**config.mk**
```make
export PLATFORM = sky130hd
export DESIGN_NAME = fracn_sdm_ctrl
export DESIGN_NICKNAME = d
export VERILOG_FILES = /design/src/rtl/fracn_pkg.sv /design/src/rtl/fracn_cfg.sv /design/src/rtl/fracn_acc_stage.sv /design/src/rtl/fracn_mash_comb.sv /design/src/rtl/fracn_sdm_ctrl.sv
export SDC_FILE = /design/constraint.sdc
export NUM_CORES = 1
export LEC_CHECK = 0
export BUFFER_PORTS_ARGS = -buffer_cell sky130_fd_sc_hd__buf_4
export CORE_MARGIN = 2
export CORE_UTILIZATION = 55
export DETAILED_ROUTE_END_ITERATION = 12
export PLACE_DENSITY_LB_ADDON = 0.08
export SYNTH_ARGS = -nofsm -noshare
export SYNTH_HDL_FRONTEND = slang
export SYNTH_SLANG_ARGS = --single-unit
```
**constraint.sdc**
```tcl
create_clock -name clk -period 15.7 [get_ports clk]
set_input_delay 0.785 -clock clk [delete_from_list [all_inputs] [get_ports clk]]
set_output_delay 0.785 -clock clk [all_outputs]
set_load 0.02 [all_outputs]
```
**src/rtl/fracn_pkg.sv**
```systemverilog
package fracn_pkg;
  typedef logic signed [3:0] ofs_t;

  function automatic ofs_t bit_ofs(input logic b);
    return ofs_t'({3'b000, b});
  endfunction
endpackage

```
**src/rtl/fracn_cfg.sv**
```systemverilog
module fracn_cfg #(
  parameter int INT_W  = 12,
  parameter int HI_W   = 12,
  parameter int LO_W   = 13,
  parameter int MIN_LO = 23,
  parameter int MIN_HI = 75,
  localparam int FRAC_W = HI_W + LO_W
) (
  input  logic              clk,
  input  logic              rst,
  input  logic              lo_wr,
  input  logic [LO_W-1:0]   lo_in,
  input  logic              load,
  input  logic [INT_W-1:0]  int_in,
  input  logic [HI_W-1:0]   hi_in,
  input  logic              presc_in,
  output logic [INT_W-1:0]  int_q,
  output logic [FRAC_W-1:0] frac_q,
  output logic              presc_q,
  output logic              err_q
);
  logic [LO_W-1:0]  lo_stage;
  logic [INT_W-1:0] floor_v;

  assign floor_v = presc_in ? INT_W'(MIN_HI) : INT_W'(MIN_LO);

  always_ff @(posedge clk) begin
    if (rst) begin
      lo_stage <= '0;
    end else if (lo_wr) begin
      lo_stage <= lo_in;
    end
  end

  always_ff @(posedge clk) begin
    if (rst) begin
      int_q   <= INT_W'(MIN_LO);
      frac_q  <= '0;
      presc_q <= 1'b0;
      err_q   <= 1'b0;
    end else if (load) begin
      frac_q  <= {hi_in, lo_stage};
      presc_q <= presc_in;
      if (int_in < floor_v) begin
        int_q <= floor_v;
        err_q <= 1'b1;
      end else begin
        int_q <= int_in;
        err_q <= 1'b0;
      end
    end
  end
endmodule

```
**src/rtl/fracn_acc_stage.sv**
```systemverilog
module fracn_acc_stage #(
  parameter int W = 25
) (
  input  logic         clk,
  input  logic         rst,
  input  logic         clr,
  input  logic         adv,
  input  logic [W-1:0] addend,
  output logic [W-1:0] sum,
  output logic         carry
);
  logic [W-1:0] acc;
  logic [W:0]   ext;

  assign ext   = {1'b0, acc} + {1'b0, addend};
  assign sum   = ext[W-1:0];
  assign carry = ext[W];

  always_ff @(posedge clk) begin
    if (rst || clr) begin
      acc <= '0;
    end else if (adv) begin
      acc <= sum;
    end
  end
endmodule

```
**src/rtl/fracn_mash_comb.sv**
```systemverilog
module fracn_mash_comb
  import fracn_pkg::*;
(
  input  logic       clk,
  input  logic       rst,
  input  logic       clr,
  input  logic       adv,
  input  logic [2:0] cy,
  output ofs_t       ofs
);
  logic c2_d, c3_d, c3_dd;

  always_ff @(posedge clk) begin
    if (rst || clr) begin
      c2_d  <= 1'b0;
      c3_d  <= 1'b0;
      c3_dd <= 1'b0;
    end else if (adv) begin
      c2_d  <= cy[1];
      c3_d  <= cy[2];
      c3_dd <= c3_d;
    end
  end

  always_comb begin
    ofs = bit_ofs(cy[0])
        + (bit_ofs(cy[1]) - bit_ofs(c2_d))
        + (bit_ofs(cy[2]) - (bit_ofs(c3_d) <<< 1) + bit_ofs(c3_dd));
  end
endmodule

```
**src/rtl/fracn_sdm_ctrl.sv**
```systemverilog
module fracn_sdm_ctrl
  import fracn_pkg::*;
#(
  parameter int INT_W  = 12,
  parameter int HI_W   = 12,
  parameter int LO_W   = 13,
  parameter int MIN_LO = 23,
  parameter int MIN_HI = 75,
  parameter int ORDER  = 3,
  localparam int FRAC_W = HI_W + LO_W,
  localparam int OUT_W  = INT_W + 1
) (
  input  logic             clk,
  input  logic             rst,
  input  logic             pfd_tick,
  input  logic             load,
  input  logic             keep_state,
  input  logic             hold,
  input  logic             presc_hi,
  input  logic [INT_W-1:0] int_word,
  input  logic [HI_W-1:0]  frac_hi,
  input  logic             lo_wr,
  input  logic [LO_W-1:0]  frac_lo,
  output logic [OUT_W-1:0] div_out,
  output logic             div_valid,
  output logic             int_err
);
  logic [INT_W-1:0]  int_q;
  logic [FRAC_W-1:0] frac_q;
  logic              presc_q;
  logic              clr, adv;
  logic [FRAC_W-1:0] stage_in  [ORDER];
  logic [FRAC_W-1:0] stage_sum [ORDER];
  logic [ORDER-1:0]  cy;
  ofs_t              ofs;
  logic signed [OUT_W:0] nxt;

  fracn_cfg #(
    .INT_W(INT_W), .HI_W(HI_W), .LO_W(LO_W), .MIN_LO(MIN_LO), .MIN_HI(MIN_HI)
  ) u_cfg (
    .clk(clk), .rst(rst), .lo_wr(lo_wr), .lo_in(frac_lo), .load(load),
    .int_in(int_word), .hi_in(frac_hi), .presc_in(presc_hi),
    .int_q(int_q), .frac_q(frac_q), .presc_q(presc_q), .err_q(int_err)
  );

  assign clr = hold | (load & ~keep_state);
  assign adv = pfd_tick & ~hold & ~load;

  for (genvar k = 0; k < ORDER; k++) begin : g_stage
    if (k == 0) begin : g_first
      assign stage_in[k] = frac_q;
    end else begin : g_next
      assign stage_in[k] = stage_sum[k-1];
    end
    fracn_acc_stage #(.W(FRAC_W)) u_acc (
      .clk(clk), .rst(rst), .clr(clr), .adv(adv),
      .addend(stage_in[k]), .sum(stage_sum[k]), .carry(cy[k])
    );
  end

  fracn_mash_comb u_comb (
    .clk(clk), .rst(rst), .clr(clr), .adv(adv), .cy(cy), .ofs(ofs)
  );

  assign nxt = $signed({2'b00, int_q}) + (OUT_W+1)'(ofs);

  always_ff @(posedge clk) begin
    if (rst) begin
      div_out   <= '0;
      div_valid <= 1'b0;
    end else begin
      div_valid <= adv;
      if (adv) begin
        div_out <= nxt[OUT_W-1:0];
      end
    end
  end
endmodule

```
### After elaboration in Yosys (flattened, before gate mapping)

Cells that the tools add are included.
Widths: inputs -> output; s select.

* bits in registers: 143
* bits in latches: 0
* bits in writable memories: 0
* bits in read-only memories: 0
* bits of input ports: 45
* output and inout bits: 15
* logic and storage cells: 33
* memories kept: 0

* add/sub/neg operators: 9
* $mul: 0
* divide/modulo/power cells: 0
* order comparisons: 1
* eq/ne operators: 0
* shifts and indexed selects: 0
* mux-type cells: 3
* bitwise logic cells: 7
* reductions and logical operators: 1

Operators with widths (count)
* $add 25x25->26: 3
* $add 13x4->13: 1
* $lt 12x12->1: 1
* $mux 12: 1
* $mux 7: 1
* $add 2x4->4: 1
* $add 4x2->4: 1
* $add 4x4->4: 1
* $and 1x1->1: 3
* $not 1->1: 3
* $sub 1x2->3: 1
* $sub 1x1->2: 1
* $logic_or 1x1->1: 1
* $mux 1: 1
* $or 1x1->1: 1

### Logic depth before layout (Yosys ltp)

* word-level depth: 7
* depth in mapped cells: 40
* gate-level depth less buffers: 39

### Hierarchy

A second synthesis with hierarchy kept.

* cells, all modules: 1239
* area total of the unflattened synthesis: 10485.1 um^2

By module, submodules not included
* fracn_acc_stage (g_stage[1].u_acc ...): instances 2, cells an instance 291, area each 2339.7 um^2, sequential area each 500.5 um^2
* fracn_acc_stage (g_stage[0].u_acc): instances 1, cells an instance 300, area each 2397.3 um^2, sequential area each 500.5 um^2
* fracn_cfg: instances 1, cells an instance 198, area each 2057.0 um^2, sequential area each 1041.0 um^2
* fracn_sdm_ctrl: instances 1, cells an instance 135, area each 1097.3 um^2, sequential area each 280.3 um^2
* fracn_mash_comb: instances 1, cells an instance 24, area each 254.0 um^2, sequential area each 60.1 um^2

### Worst setup path before layout

OpenSTA, ideal clock, no wires.

* path type: flip-flop to flip-flop
* start point: register u_cfg.frac_q[0]
* end point: register div_out[12]
* library setup time: 0.078 ns
* data arrival time: 7.585 ns
* data required time: 15.622 ns
* setup slack: 8.037 ns
* cell stages (with the launch flop): 37
* buffers on the path: 1
* clock period less this slack: 7.663 ns
* path through: dfxtp_1 ha_1 inv_1 fa_1 nor2b_1 o21ai_0 a21oi_1 o2111ai_1 nand2_1 a21oi_1 xnor2_1 ha_1 buf_2 a21oi_1 o21ai_0 a21boi_0 o211ai_2 a221oi_2 o21ai_0 xor2_1 ha_1 a211oi_1 inv_1 o21ai_0 inv_1 fa_1 ha_1 fa_1 fa_1 a21oi_1 o21bai_1 a2111oi_0 o31ai_1 o41ai_1 xnor2_1 nor2_1 nor3_1

* longest elaborated chain between the ends: 7
* elaborated cells between the ends (all ways): 9
* classes of those cells: add/sub: 9

RTL lines
* start, declared: RTL line fracn_cfg.sv:18 `output logic [FRAC_W-1:0] frac_q,`
* start signal, assigned: RTL line fracn_cfg.sv:42 `frac_q <= {hi_in, lo_stage};`
* $add 25x25->26: RTL line fracn_acc_stage.sv:15 `assign ext = {1'b0, acc} + {1'b0, addend};`
* net g_stage[0].u_acc.ext[10]: RTL line fracn_acc_stage.sv:13 `logic [W:0] ext;`
* $add 25x25->26: RTL line fracn_acc_stage.sv:15
* net g_stage[1].u_acc.ext[23]: RTL line fracn_acc_stage.sv:13
* $add 25x25->26: RTL line fracn_acc_stage.sv:15
* net g_stage[2].u_acc.carry: RTL line fracn_acc_stage.sv:10 `output logic carry`
* $sub 1x2->3: RTL line fracn_mash_comb.sv:28 `+ (bit_ofs(cy[2]) - (bit_ofs(c3_d) <<< 1) + bit_ofs(c3_dd));`
* $add 4x2->4: RTL line fracn_mash_comb.sv:28
* $add 4x4->4: RTL line fracn_mash_comb.sv:28
* $add 13x4->13: RTL line fracn_sdm_ctrl.sv:65 `assign nxt = $signed({2'b00, int_q}) + (OUT_W+1)'(ofs);`
* end signal, assigned: RTL line fracn_sdm_ctrl.sv:74 `div_out <= nxt[OUT_W-1:0];`
* end, declared: RTL line fracn_sdm_ctrl.sv:24 `output logic [OUT_W-1:0] div_out,`

The timed path passes the listed nets, and every way through them passes these cells.
A chain may end at the register's enable or synchronous reset.

### Final worst setup path

Ends and elaborated chain as after synthesis.

==> impl_metrics.json <==
{
  "regToRegSetupSlack_ns": 6.53,
  "num_vias": 8374,
  "outcome": "finished, final reports clean",
  "worstPathArrival_ns": 9.52,
  "largest_net_degree_at_the_start_of_global_routing": 85,
  "rsz0062_at_grt": "no",
  "synth_nets": 1347,
  "gpl.final_weighted_congestion": 0.8942,
  "synth_top_flop_cell": "dfxtp_1",
  "final-setup-viol-count": 0,
  "remaining_drc_errors": 0,
  "placement_rows": 48,
  "postCtsSetupRepairBufs": 0,
  "skew_ns": 0.01282,
  "critical_path.max_stage_delay_ns": 0.58,
  "setup-tns-final_ns": 0,
  "post_synth_main_area_contributors": "dfxtp_1 (30%), ha_1 (13%), nand2_1 (6.6%)",
  "synth_edf_count": 0,
  "netlist_instances": 1197,
  "synth.yosys.seq_area_share": 0.2989,
  "cts_root_buffer": "clkbuf_16",
  "highest_fanout_seen_on_the_critical_path": 6,
  "p_leak_nw": 4.975,
  "post-place-cells": 1428,
  "worst_slew_margin_rel": 0.2442,
  "port_buffer_cells": 59,
  "grt_use_total": 0.2610,
  "initial_utilization": 0.5576,
  "grt_first_pass_wirelength_mm": 38.46,
  "cp_data_required_time_ns": 16.05,
  "postCtsResizedCells": 0,
  "synth.ff_latch_count": 143,
  "synthToLayoutAreaGrowth_pct": 11.64,
  "shortest_clock_period_the_worst_path_allows_after_layout_ns": 9.169,
  "tritoncts": "done",
  "drt_first_iter_violations": 421,
  "synth_largest_type_area_fraction": 0.2989,
  "nets": 1372,
  "postLayoutSetupSlackWorst_ns": 6.531,
  "die-height_um": 136.0,
  "grt_pass1_vias": 7884,
  "timing.critical_path.to_type": "flop",
  "post_synth_num_cell_types": 69,
  "synthesis.area_per_instance_sq_um": 8.002,
  "ir_drop_uv": 82.06,
  "cts_inserted_buffers": 17,
  "syn_area_sq_mm": 0.009578,
  "antenna_left": 0,
  "post_synth_arst_share": 0,
  "synth_top_area_cell": "dfxtp_1",
  "ys_warn_count": 0,
  "period_share": 0.5840,
  "max_freq_ghz": 0.1091,
  "hpwlAfterDp_mm": 16.62,
  "htree_num_levels": 4,
  "avgViaCountPerCell": 5.740,
  "hold_class": "reg2reg",
  "clock_latency_ns": 0.43,
  "wl_per_cell_um": 15.98,
  "routed_wirelength_mm": 23.32,
  "tightest_slew_ns": 1.132,
  "drt-pass1-iter-count": 5,
  "final_max_slew_viol_count": 0,
  "post-synth-top-count-cell": "nand2_1",
  "layout-drive-gt1-share": 0.08995,
  "most_used_standard_cells_in_the_synthesized_netlist": "nand2_1 (169), dfxtp_1 (143), nor2_1 (129), a21oi_1 (121), ha_1 (99)",
  "cts_sinks": 143,
  "finalHoldViolCount": 0,
  "final-instance-count-excl-fill": 1459,
  "power_density_mw_per_mm2": 82.57,
  "cts_hold_buffers": 0,
  "nature_of_the_critical_path_startpoint": "flop",
  "grt_antenna_before_repair": 0,
  "critical_path_class": "reg2reg",
  "path_common_cell": "a21oi_1",
  "die_area_sq_mm": 0.01849,
  "die_w_um": 136.0,
  "critical_path.slowest_cell": "a2111oi_0",
  "n_antenna_cell": 0,
  "clk_pin_slew_ns": 0.06,
  "cts_max_path_bufs": 2,
  "io_pins": 60,
  "preCtsSetupSlack_ns": 6.599,
  "maxCapViolations": 0,
  "gr-total-overflow": 0,
  "core_area_sq_mm": 0.01718
}
## metal layers
metal / vias up / track usage / part of all wire
met5: - / 0 / 0
met4: 0 / 0.08275 / 0.022
met3: 34 / 0.04959 / 0.038
met2: 146 / 0.4554 / 0.49
li1: 4317 / - / -
met1: 3877 / 0.3247 / 0.45
## sequential cells by signal, indices dropped and copies added (netlist names)
| register | cells |
|---|---|
| g_stage.u_acc.acc | 75 |
| u_cfg.frac_q | 25 |
| div_out | 13 |
| u_cfg.lo_stage | 13 |
| u_cfg.int_q | 12 |
| div_valid | 1 |
| u_cfg.err_q | 1 |
| u_comb.c2_d | 1 |
| u_comb.c3_d | 1 |
| u_comb.c3_dd | 1 |
## critical path: cells and delay by family, from the launching register on
kind	cells	cell delay (ns)
AO/OA/AOI/OAI	16	4.13
XOR/XNOR	3	0.62
adder cells (fa/ha/maj)	8	2.96
buffers and inverters	3	0.26
flip-flops	1	0.34
AND/OR/NAND/NOR	6	0.79
## metrics by stage
| stage | power [mW] | instance area, sq um | utilization | hold slack (ns) |
|---|---|---|---|---|
| after floorplan | 0.4571 | 9578 | - | 0.4197 |
| after global placement | 0.4879 | 10120 | 0.5895 | 0.4350 |
| after detailed placement | 0.4889 | 10120 | 0.5895 | 0.4463 |
| after CTS | 0.8904 | 10690 | 0.6225 | 0.4598 |
| after global routing | 0.9173 | 10690 | 0.6225 | 0.4774 |
| final | 0.8829 | 10690 | 0.6225 | 0.4572 |
## power breakdown
| group | leakage (nW) | internal (mW) | switching [mW] |
|---|---|---|---|
| combinational | 3.54 | 0.0409 | 0.0610 |
| clock | 0.277 | 0.234 | 0.169 |
| sequential | 1.16 | 0.372 | 0.00648 |
## path summary, 6_finish.rpt
kind	start	endpoint	cells past startpoint
setup / recovery	u_cfg.frac_q[0]	div_out[12]	36
setup reg to reg	u_cfg.frac_q[0]	div_out[12]	36
hold reg to reg	g_stage[0].u_acc.acc[17]	g_stage[0].u_acc.acc[17]	2
hold / removal	g_stage[0].u_acc.acc[17]	g_stage[0].u_acc.acc[17]	2
## area by class of cell
type	count	area [sq um]
multi-input combinational	966	6395
sequential	143	2863
timing repair buffer	62	465.4
tap	225	281.5
inverter	32	120.1
fill	1596	6484
clock buffer	18	429.2
clock inverter	13	138.9
## cell usage in the layout, fill, tap and decap left out, types with 5 or more instances in the layout
cell type	instances
xor2_1	23
a21o_1	40
a211oi_1	18
o21bai_1	6
a31oi_1	12
a21oi_1	121
mux2i_1	47
a311oi_1	5
o21ai_0	56
o211ai_1	8
fa_1	6
buf_4	62
inv_1	32
nor2b_1	13
nand2b_1	6
or4_1	5
dfxtp_1	143
clkbuf_16	17
o21a_1	11
nor3_1	23
nor2_1	128
and3_1	9
ha_1	99
xnor2_1	49
nand4_1	9
o31ai_1	6
nand3_1	23
nand2_1	169
## kinds of logic (layout without fill, tap and decap cells)
group,after synthesis,count (layout),synth area share
buffers and inverters,88,125,0.03553
adders and majority gates,105,105,0.1419
muxes,49,49,0.05147
and+or+nand+nor,408,408,0.1852
xor gates and xnor gates,72,72,0.06584
AOI/OAI and AO/OA,332,332,0.2212
DFF,143,143,0.2989
(Power assumes the default switching activity.)
